File: src/rtl/wwd_pkg.sv
package wwd_pkg;

  localparam int CNT_W = 7;
  localparam int SEL_W = 3;

  typedef logic [CNT_W-1:0] cnt_t;
  typedef logic [SEL_W-1:0] sel_t;

  // word indices on the register bus
  localparam int CTRL_WORD = 0;
  localparam int CFG_WORD  = 1;
  localparam int STAT_WORD = 2;

  // bit positions
  localparam int ACT_BIT  = CNT_W;
  localparam int IE_BIT   = 9;
  localparam int SEL_LSB  = 10;
  localparam int FLAG_BIT = 0;

  localparam cnt_t CNT_INIT = '1;
  localparam cnt_t WARN_VAL = cnt_t'(1 << (CNT_W - 1));
  localparam cnt_t PRE_WARN = cnt_t'(WARN_VAL + cnt_t'(1));

  // clock cycles per counter step
  function automatic logic [31:0] period_of(input int unsigned base, input int unsigned sh);
    return base << sh;
  endfunction

  // rewrite is early while the counter is still above the bound
  function automatic logic too_early(input cnt_t cnt, input cnt_t bound);
    return cnt > bound;
  endfunction

  function automatic logic [31:0] pack_ctrl(input cnt_t cnt, input logic act);
    logic [31:0] r;
    r = '0;
    r[CNT_W-1:0] = cnt;
    r[ACT_BIT] = act;
    return r;
  endfunction

  function automatic logic [31:0] pack_cfg(input cnt_t bound, input logic ie, input sel_t sel);
    logic [31:0] r;
    r = '0;
    r[CNT_W-1:0] = bound;
    r[IE_BIT] = ie;
    r[SEL_LSB +: SEL_W] = sel;
    return r;
  endfunction

  function automatic logic [31:0] pack_stat(input logic flag);
    logic [31:0] r;
    r = '0;
    r[FLAG_BIT] = flag;
    return r;
  endfunction

endpackage

File: src/rtl/wwd_prescale.sv
module wwd_prescale
  import wwd_pkg::*;
#(
  parameter int unsigned DIV_BASE = 4096,
  parameter int LIM_W = $clog2(DIV_BASE) + (1 << SEL_W)
) (
  input  logic clk,
  input  logic rst_n,
  input  logic run,
  input  sel_t sel,
  output logic tick
);

  logic [LIM_W-1:0] phase;
  logic [31:0] phase_ext;
  logic [31:0] last_phase;

  assign phase_ext  = {{(32-LIM_W){1'b0}}, phase};
  assign last_phase = period_of(DIV_BASE, {{(32-SEL_W){1'b0}}, sel}) - 32'd1;

  // a phase already past the period (after sel shrinks) fires at once
  assign tick = run && (phase_ext >= last_phase);

  always_ff @(posedge clk or negedge rst_n) begin
    if (!rst_n)
      phase <= '0;
    else if (!run || tick)
      phase <= '0;
    else
      phase <= phase + LIM_W'(1);
  end

endmodule

File: src/rtl/wwd_counter.sv
module wwd_counter
  import wwd_pkg::*;
(
  input  logic clk,
  input  logic rst_n,
  input  logic wr,
  input  cnt_t wr_cnt,
  input  logic wr_act,
  input  logic tick,
  input  cnt_t bound,
  output cnt_t cnt,
  output logic act,
  output logic ev_early,
  output logic ev_warn,
  output logic ev_under,
  output logic rst_req
);

  logic step;

  // a rewrite on the same edge wins over the decrement
  assign step     = tick && !wr;
  assign ev_early = wr && act && too_early(cnt, bound);
  assign ev_warn  = step && (cnt == PRE_WARN);
  assign ev_under = step && (cnt == WARN_VAL);

  always_ff @(posedge clk or negedge rst_n) begin
    if (!rst_n) begin
      cnt     <= CNT_INIT;
      act     <= 1'b0;
      rst_req <= 1'b0;
    end else begin
      if (wr)
        cnt <= wr_cnt;
      else if (step)
        cnt <= cnt - cnt_t'(1);
      act     <= act | (wr & wr_act);
      rst_req <= ev_early | ev_under;
    end
  end

endmodule

File: src/rtl/wwd_cfgstat.sv
module wwd_cfgstat
  import wwd_pkg::*;
(
  input  logic clk,
  input  logic rst_n,
  input  logic cfg_wr,
  input  logic stat_wr,
  input  cnt_t wr_bound,
  input  logic wr_ie,
  input  sel_t wr_sel,
  input  logic wr_flag,
  input  logic ev_warn,
  output cnt_t bound,
  output logic ie,
  output sel_t sel,
  output logic flag,
  output logic irq
);

  always_ff @(posedge clk or negedge rst_n) begin
    if (!rst_n) begin
      bound <= CNT_INIT;
      ie    <= 1'b0;
      sel   <= '0;
    end else if (cfg_wr) begin
      bound <= wr_bound;
      ie    <= ie | wr_ie;
      sel   <= wr_sel;
    end
  end

  // setting has priority over a software clear on the same edge
  always_ff @(posedge clk or negedge rst_n) begin
    if (!rst_n)
      flag <= 1'b0;
    else if (ev_warn)
      flag <= 1'b1;
    else if (stat_wr && !wr_flag)
      flag <= 1'b0;
  end

  assign irq = flag & ie;

endmodule

File: src/rtl/window_watchdog.sv
module window_watchdog
  import wwd_pkg::*;
#(
  parameter int unsigned DIV_BASE = 4096,
  parameter int AW = 4
) (
  input  logic          clk,
  input  logic          rst_n,
  input  logic          bus_we,
  input  logic [AW-1:0] bus_addr,
  input  logic [31:0]   bus_wdata,
  output logic [31:0]   bus_rdata,
  output logic          rst_req,
  output logic          irq
);

  localparam int WORD_W = AW - 2;
  localparam logic [WORD_W-1:0] W_CTRL = WORD_W'(CTRL_WORD);
  localparam logic [WORD_W-1:0] W_CFG  = WORD_W'(CFG_WORD);
  localparam logic [WORD_W-1:0] W_STAT = WORD_W'(STAT_WORD);

  logic [WORD_W-1:0] word;
  logic ctrl_wr, cfg_wr, stat_wr;
  logic tick, act, ie, flag;
  logic ev_early, ev_warn, ev_under;
  cnt_t cnt, win;
  sel_t sel;
  logic unused_bits;

  assign word    = bus_addr[AW-1:2];
  assign ctrl_wr = bus_we && (word == W_CTRL);
  assign cfg_wr  = bus_we && (word == W_CFG);
  assign stat_wr = bus_we && (word == W_STAT);

  assign unused_bits = ^{bus_wdata[31:SEL_LSB+SEL_W], bus_wdata[IE_BIT-1:ACT_BIT+1], bus_addr[1:0]};

  wwd_prescale #(.DIV_BASE(DIV_BASE)) u_pre (
    .clk (clk),
    .rst_n (rst_n),
    .run (act),
    .sel (sel),
    .tick (tick)
  );

  wwd_counter u_cnt (
    .clk (clk),
    .rst_n (rst_n),
    .wr (ctrl_wr),
    .wr_cnt (bus_wdata[CNT_W-1:0]),
    .wr_act (bus_wdata[ACT_BIT]),
    .tick (tick),
    .bound (win),
    .cnt (cnt),
    .act (act),
    .ev_early (ev_early),
    .ev_warn (ev_warn),
    .ev_under (ev_under),
    .rst_req (rst_req)
  );

  wwd_cfgstat u_cfg (
    .clk (clk),
    .rst_n (rst_n),
    .cfg_wr (cfg_wr),
    .stat_wr (stat_wr),
    .wr_bound (bus_wdata[CNT_W-1:0]),
    .wr_ie (bus_wdata[IE_BIT]),
    .wr_sel (bus_wdata[SEL_LSB +: SEL_W]),
    .wr_flag (bus_wdata[FLAG_BIT]),
    .ev_warn (ev_warn),
    .bound (win),
    .ie (ie),
    .sel (sel),
    .flag (flag),
    .irq (irq)
  );

  always_comb begin
    case (word)
      W_CTRL:  bus_rdata = pack_ctrl(cnt, act);
      W_CFG:   bus_rdata = pack_cfg(win, ie, sel);
      W_STAT:  bus_rdata = pack_stat(flag);
      default: bus_rdata = '0;
    endcase
  end

endmodule

File: config.mk
export PLATFORM = sky130hd
export DESIGN_NAME = window_watchdog
export DESIGN_NICKNAME = d
export VERILOG_FILES = /design/src/rtl/wwd_pkg.sv /design/src/rtl/wwd_prescale.sv /design/src/rtl/wwd_counter.sv /design/src/rtl/wwd_cfgstat.sv /design/src/rtl/window_watchdog.sv
export SDC_FILE = /design/constraint.sdc
export NUM_CORES = 1
export LEC_CHECK = 0
export BUFFER_PORTS_ARGS = -buffer_cell sky130_fd_sc_hd__buf_2
export CAP_MARGIN = 20
export CORE_MARGIN = 2
export CORE_UTILIZATION = 58
export DETAILED_ROUTE_END_ITERATION = 16
export MAX_ROUTING_LAYER = met4
export PLACE_DENSITY = 0.95
export SYNTH_ARGS = -nofsm -noshare
export SYNTH_HDL_FRONTEND = slang
export SYNTH_SLANG_ARGS = --single-unit
export TNS_END_PERCENT = 5
File: constraint.sdc
create_clock -name clk -period 5.1 [get_ports clk]
set_input_delay 0.255 -clock clk [delete_from_list [all_inputs] [get_ports clk]]
set_output_delay 0.255 -clock clk [all_outputs]
set_load 0.005 [all_outputs]
; After elaboration in Yosys (flattened, before gate mapping)
; Index checks and enable logic that the tools add are counted.
[totals]
reg_bits = 41
in_bits = 39
out_inout_bits = 34
wordCells = 46
[classes]
addsub = 3
n_lt_le_gt_ge = 2
eq_ne = 4
shift = 1
muxes = 6
bitwise_logic = 5
reduce_logical = 17
[op_table]
columns = op, n
row1 = $pmux W13 S3, 1
row2 = $ge A20 B32 Y1, 1
row3 = $shl A13 B3 Y32 const A, 1
row4 = $sub A32 B1 Y32 const B, 1
row5 = $add A20 B1 Y20 const B, 1
row6 = $mux W20, 1
row7 = $eq A7 B7 Y1 const B, 2
row8 = $mux W7, 2
row9 = $logic_and A1 B1 Y1, 10
row10 = $gt A7 B7 Y1, 1
row11 = $sub A7 B1 Y7 const B, 1
row12 = $reduce_bool A2 Y1, 2
row13 = $logic_not A1 Y1, 3
row14 = $or A1 B1 Y1, 3
row15 = $and A1 B1 Y1, 2
row16 = $eq A2 B1 Y1 const B, 1
row17 = $eq A2 B2 Y1 const B, 1
row18 = $logic_not A2 Y1, 1
row19 = $mux W1, 2
row20 = $logic_or A1 B1 Y1, 1

; Logic depth before layout (Yosys ltp)
[logic_depth]
ltp_word = 7
depth_mapped = 15
depth_no_buf = 13

; Modules after synthesis
; Synthesis repeated with hierarchy kept, for this count alone.
[unflattened]
cells_unflattened = 289
area_unflattened_um2 = 2844.0
[by_module_without_submodules]
columns = mod, instances, cells_per_inst, area_each_um2
row1 = wwd_prescale, 1, 140, 1336.3
row2 = wwd_counter, 1, 75, 671.9
row3 = wwd_cfgstat, 1, 27, 495.5
row4 = window_watchdog, 1, 47, 340.3

; Worst setup path after synthesis
; No wires, ideal clock.
[synth_timing]
path_kind = reg2reg
startpoint = register u_cfg.sel[1]
endpoint = register u_pre.phase[11]
setup_time_ns = 0.119
arrival_ns = 2.622
path_slack_ns = 2.359
path_stages_with_launch = 14
n_path_buf = 2
synth_period_minus_slack_ns = 2.741
path_cell_list = dfrtp_1 buf_2 or3_1 ha_1 xnor2_1 a31oi_1 ha_1 nand2_1 o21ai_0 inv_1 and2_4 o31ai_4 buf_6 nor2_2
[synth_via]
elab_chain_cells = 6
[synth_lines]
columns = element, line
row1 = start: declaration, wwd_cfgstat.sv:15  ; output sel_t sel,
row2 = start signal: assignment, wwd_cfgstat.sv:28  ; sel <= wr_sel;
row3 = $shl A13 B3 Y32, wwd_pkg.sv:26  ; return base << sh;
row4 = $sub A32 B1 Y32, wwd_prescale.sv:19  ; assign last_phase = period_of(DIV_BASE, {{(32-SEL_W){1'b0}}, sel}) - 32'd1;
row5 = $ge A20 B32 Y1, wwd_prescale.sv:22  ; assign tick = run && (phase_ext >= last_phase);
row6 = $logic_and A1 B1 Y1, wwd_prescale.sv:22
row7 = $logic_or A1 B1 Y1, wwd_prescale.sv:27  ; else if (!run || tick)
row8 = $mux W20, wwd_prescale.sv:27
row9 = end signal: assignment, wwd_prescale.sv:30  ; phase <= phase + LIM_W'(1);
row10 = end: declaration, wwd_prescale.sv:14  ; logic [LIM_W-1:0] phase;
; Every way passes these cells.
; A chain may end at the register's enable or synchronous reset.

; Final worst setup path
[layout_timing]
startpoint = register u_cfg.sel[1]
endpoint = register u_pre.phase[19]
; Same word-level chain as after synthesis.

==> impl_metrics.toml <==
[status]
status = "finished, final reports clean"

[sta]
fmax_ghz = 0.314
skew_ns = 0.00920
rsz0062_at_grt = "no"
fin_crit_sh_pct = 62.4
fin_setup_tns_ns = 0
finalMaxSlewViolations = 0
timing.final.ws_setup_ns = 1.92
hold_viol = 0
relSlewSlack_pct = 39.9
fin_crit_ns = 3.18
setup_viol = 0
holdWs_ns = 0.0922
worstMarginPinSlew_ns = 0.901

[final_layout]
fill_cells = 374
finalNonFillerCells = 386
multiInputGateArea_sq_mm = 0.00161
mostFrequentLayoutCells = "buf_2 (30), dfrtp_1 (27), nor2_1 (22)"
mostFrequentLayoutCell = "buf_2"
diodes = 0
final_area_sq_mm = 0.00304
final_nets = 377
drive_above_1_share_pct = 29.5
utilization_pct = 64.4
area_growth_pct = 7.19
seq_area_sq_mm = 0.00104

[worst_setup_path]
slowest_stage = "dfrtp_1"
cp-end-kind = "flip-flop"
path_cells = "or3_1 > ha_1 > xnor2_1 > a31oi_1 > ha_1 > nand2_1 > o21ai_0 > inv_1 > and2_4 > o31ai_4 > buf_4 > nor2_2"
cp_num_buf_inv = 2
cp_top_family = "simple AND/OR/NAND/NOR gates"
cpMostUsedCell = "ha_1"
worstSetupPathType = "flip-flop to flip-flop"
slowest_delay_ns = 0.49
critPathRequiredTime_ns = 5.27
crit_arrival_ns = 3.35
startpoint_type = "flip-flop"
critPathMaxFanout = 20

[floorplan]
core_area_sq_mm = 0.00472
rows = 25
io_pins = 73
chipWidth_microns = 73.9
dieArea_sq_mm = 0.00547
die_h_microns = 73.9
start_util_pct = 60.1

[synth]
synth_async_sr_flop_share_pct = 100
synthDistinctLibCells = 57
syn_area_per_cell_sq_um = 9.81
netlist_instances = 289
synth-edff-count = 0
yosysWarnings = 0
ys_seq_area_share_pct = 36.8
synth_seq_cells = 41
netlist_area_sq_mm = 0.00284
ys.flop_type = "dfrtp_1"

[placement]
pre_cts_slack_ns = 1.95
dp.cells = 378
hpwl_mm = 4.14
io_buffers = 30
globalplace.congestion = 0.872
placed_area_sq_mm = 0.00295

[clock_tree]
cts_tree = "yes"
post-cts-setup-buffers = 0
clockBufferDepth = 2
cts.repair.resized = 0
cts-root-buf = "clkbuf_8"
worstSkewPairLatency_ns = 0.29
cts.clk_slew.worst_paths_ns = 0.07
cts_sinks = 41
hold_buffers = 0
numCtsBuffers = 5
htreeDepth = 2

[worst_hold_path]
hold_path.class = "primary input to asynchronous set/reset pin"

[grt]
grt_max_degree = 42
met2_usage_pct = 38.2
grt_pass1_wl_mm = 9.32
gr-max-usage-layer = "met2"
antenna_found_initial = 0
grtUsageTotal_pct = 22.5
grt_pass1_vias = 2155
grt_util_met3_pct = 4.34
gr-total-overflow = 0
grt_util_met1_pct = 25.6

[power]
power_uw = 955
p_per_area_mw_per_mm2 = 314
vdd_drop_max_v = 0.000212
leakage_nw = 1.46

[routing]
vias = 2127
drt_first_pass_iters = 4
viasPerCell = 5.51
antenna_left = 0
drc = 0
drtIter0Drc = 158
wl_per_cell_microns = 14.2
wl_mm = 5.48

[run]
cap_violations = 0
==> final cells by class <==
cell class | instances | area share (%)
well taps | 67 | 2.76
clock buffers | 8 | 2.96
multi-input cells | 223 | 52.8
flip-flops and latches | 41 | 34.3
inverters | 16 | 1.98
repair buffers | 31 | 5.19
==> cells in the mapped netlist (9+ instances only) <==
master   count  area share [%]
buf_4       20             5.3
nor2_1      22             2.9
dfrtp_1     27              24
nor2_2      20             4.4
ha_1        20             8.8
xnor2_1      9             2.8
nand2_1     17             2.2
mux2_2      10             4.0
dfstp_2     14              13
inv_1       16             2.1
xor2_1      11             3.4
nand3_1      9             1.6
==> worst reg2reg max path, cell delays in order, from the launching register on <==
cell and delay, ns:
dfrtp_1 0.49, or3_1 0.44, ha_1 0.29, xnor2_1 0.17
a31oi_1 0.12, ha_1 0.30, nand2_1 0.06, o21ai_0 0.25
inv_1 0.12, and2_4 0.19, o31ai_4 0.20, buf_4 0.35
nor2_2 0.08
==> path summary, 6_finish.rpt <==
check	start	to	slack [ns]	cells after the start
max	u_cfg.sel[1]$_DFFE_PN0P_	u_pre.phase[19]$_DFF_PN0_	1.92	12
min	rst_n	u_cnt.rst_req$_DFF_PN0_	0.09	1
max reg2reg	u_cfg.sel[1]$_DFFE_PN0P_	u_pre.phase[19]$_DFF_PN0_	1.92	12
min reg2reg	u_pre.phase[0]$_DFF_PN0_	u_pre.phase[0]$_DFF_PN0_	0.49	1
max in group asynchronous	rst_n	u_pre.phase[0]$_DFF_PN0_	4.45	1
min in group clk	bus_wdata[7]	u_cnt.act$_DFF_PN0_	0.17	2
==> routing by layer <==
metal  wire [microns]  up-vias
li1                 -     1025
met1             2260     1031
met2             2860       56
met3              217       15
met4              137        0
met5                0        -
==> flip-flops by register name (all words and copies together) (netlist names) <==
signal,count
u_cnt.act,1
u_cnt.cnt,7
u_cfg.sel,3
u_cnt.rst_req,1
u_pre.phase,20
u_cfg.bound,7
u_cfg.flag,1
u_cfg.ie,1
==> power by group <==
group,internal [mW],leakage (nW),switching (mW)
sequential,0.391,0.499,0.0678
combinational,0.130,0.915,0.151
clock,0.110,0.0455,0.104
total,0.631,1.46,0.323
==> kinds of logic (layout without fill, tap and decap cells) <==
kind of cell / count (synthesis) / count (layout) / synth area share (%)
simple gates: 108 / 108 / 22.6
buf+inv: 44 / 55 / 9.13
flops: 41 / 41 / 36.8
compound gates: 38 / 38 / 9.88
fa+ha+maj: 20 / 20 / 8.82
xor+xnor: 20 / 20 / 6.18
mux: 17 / 17 / 6.44
other cells: 1 / 20 / 0.132
No activity file was read; power rests on OpenSTA's default activity.
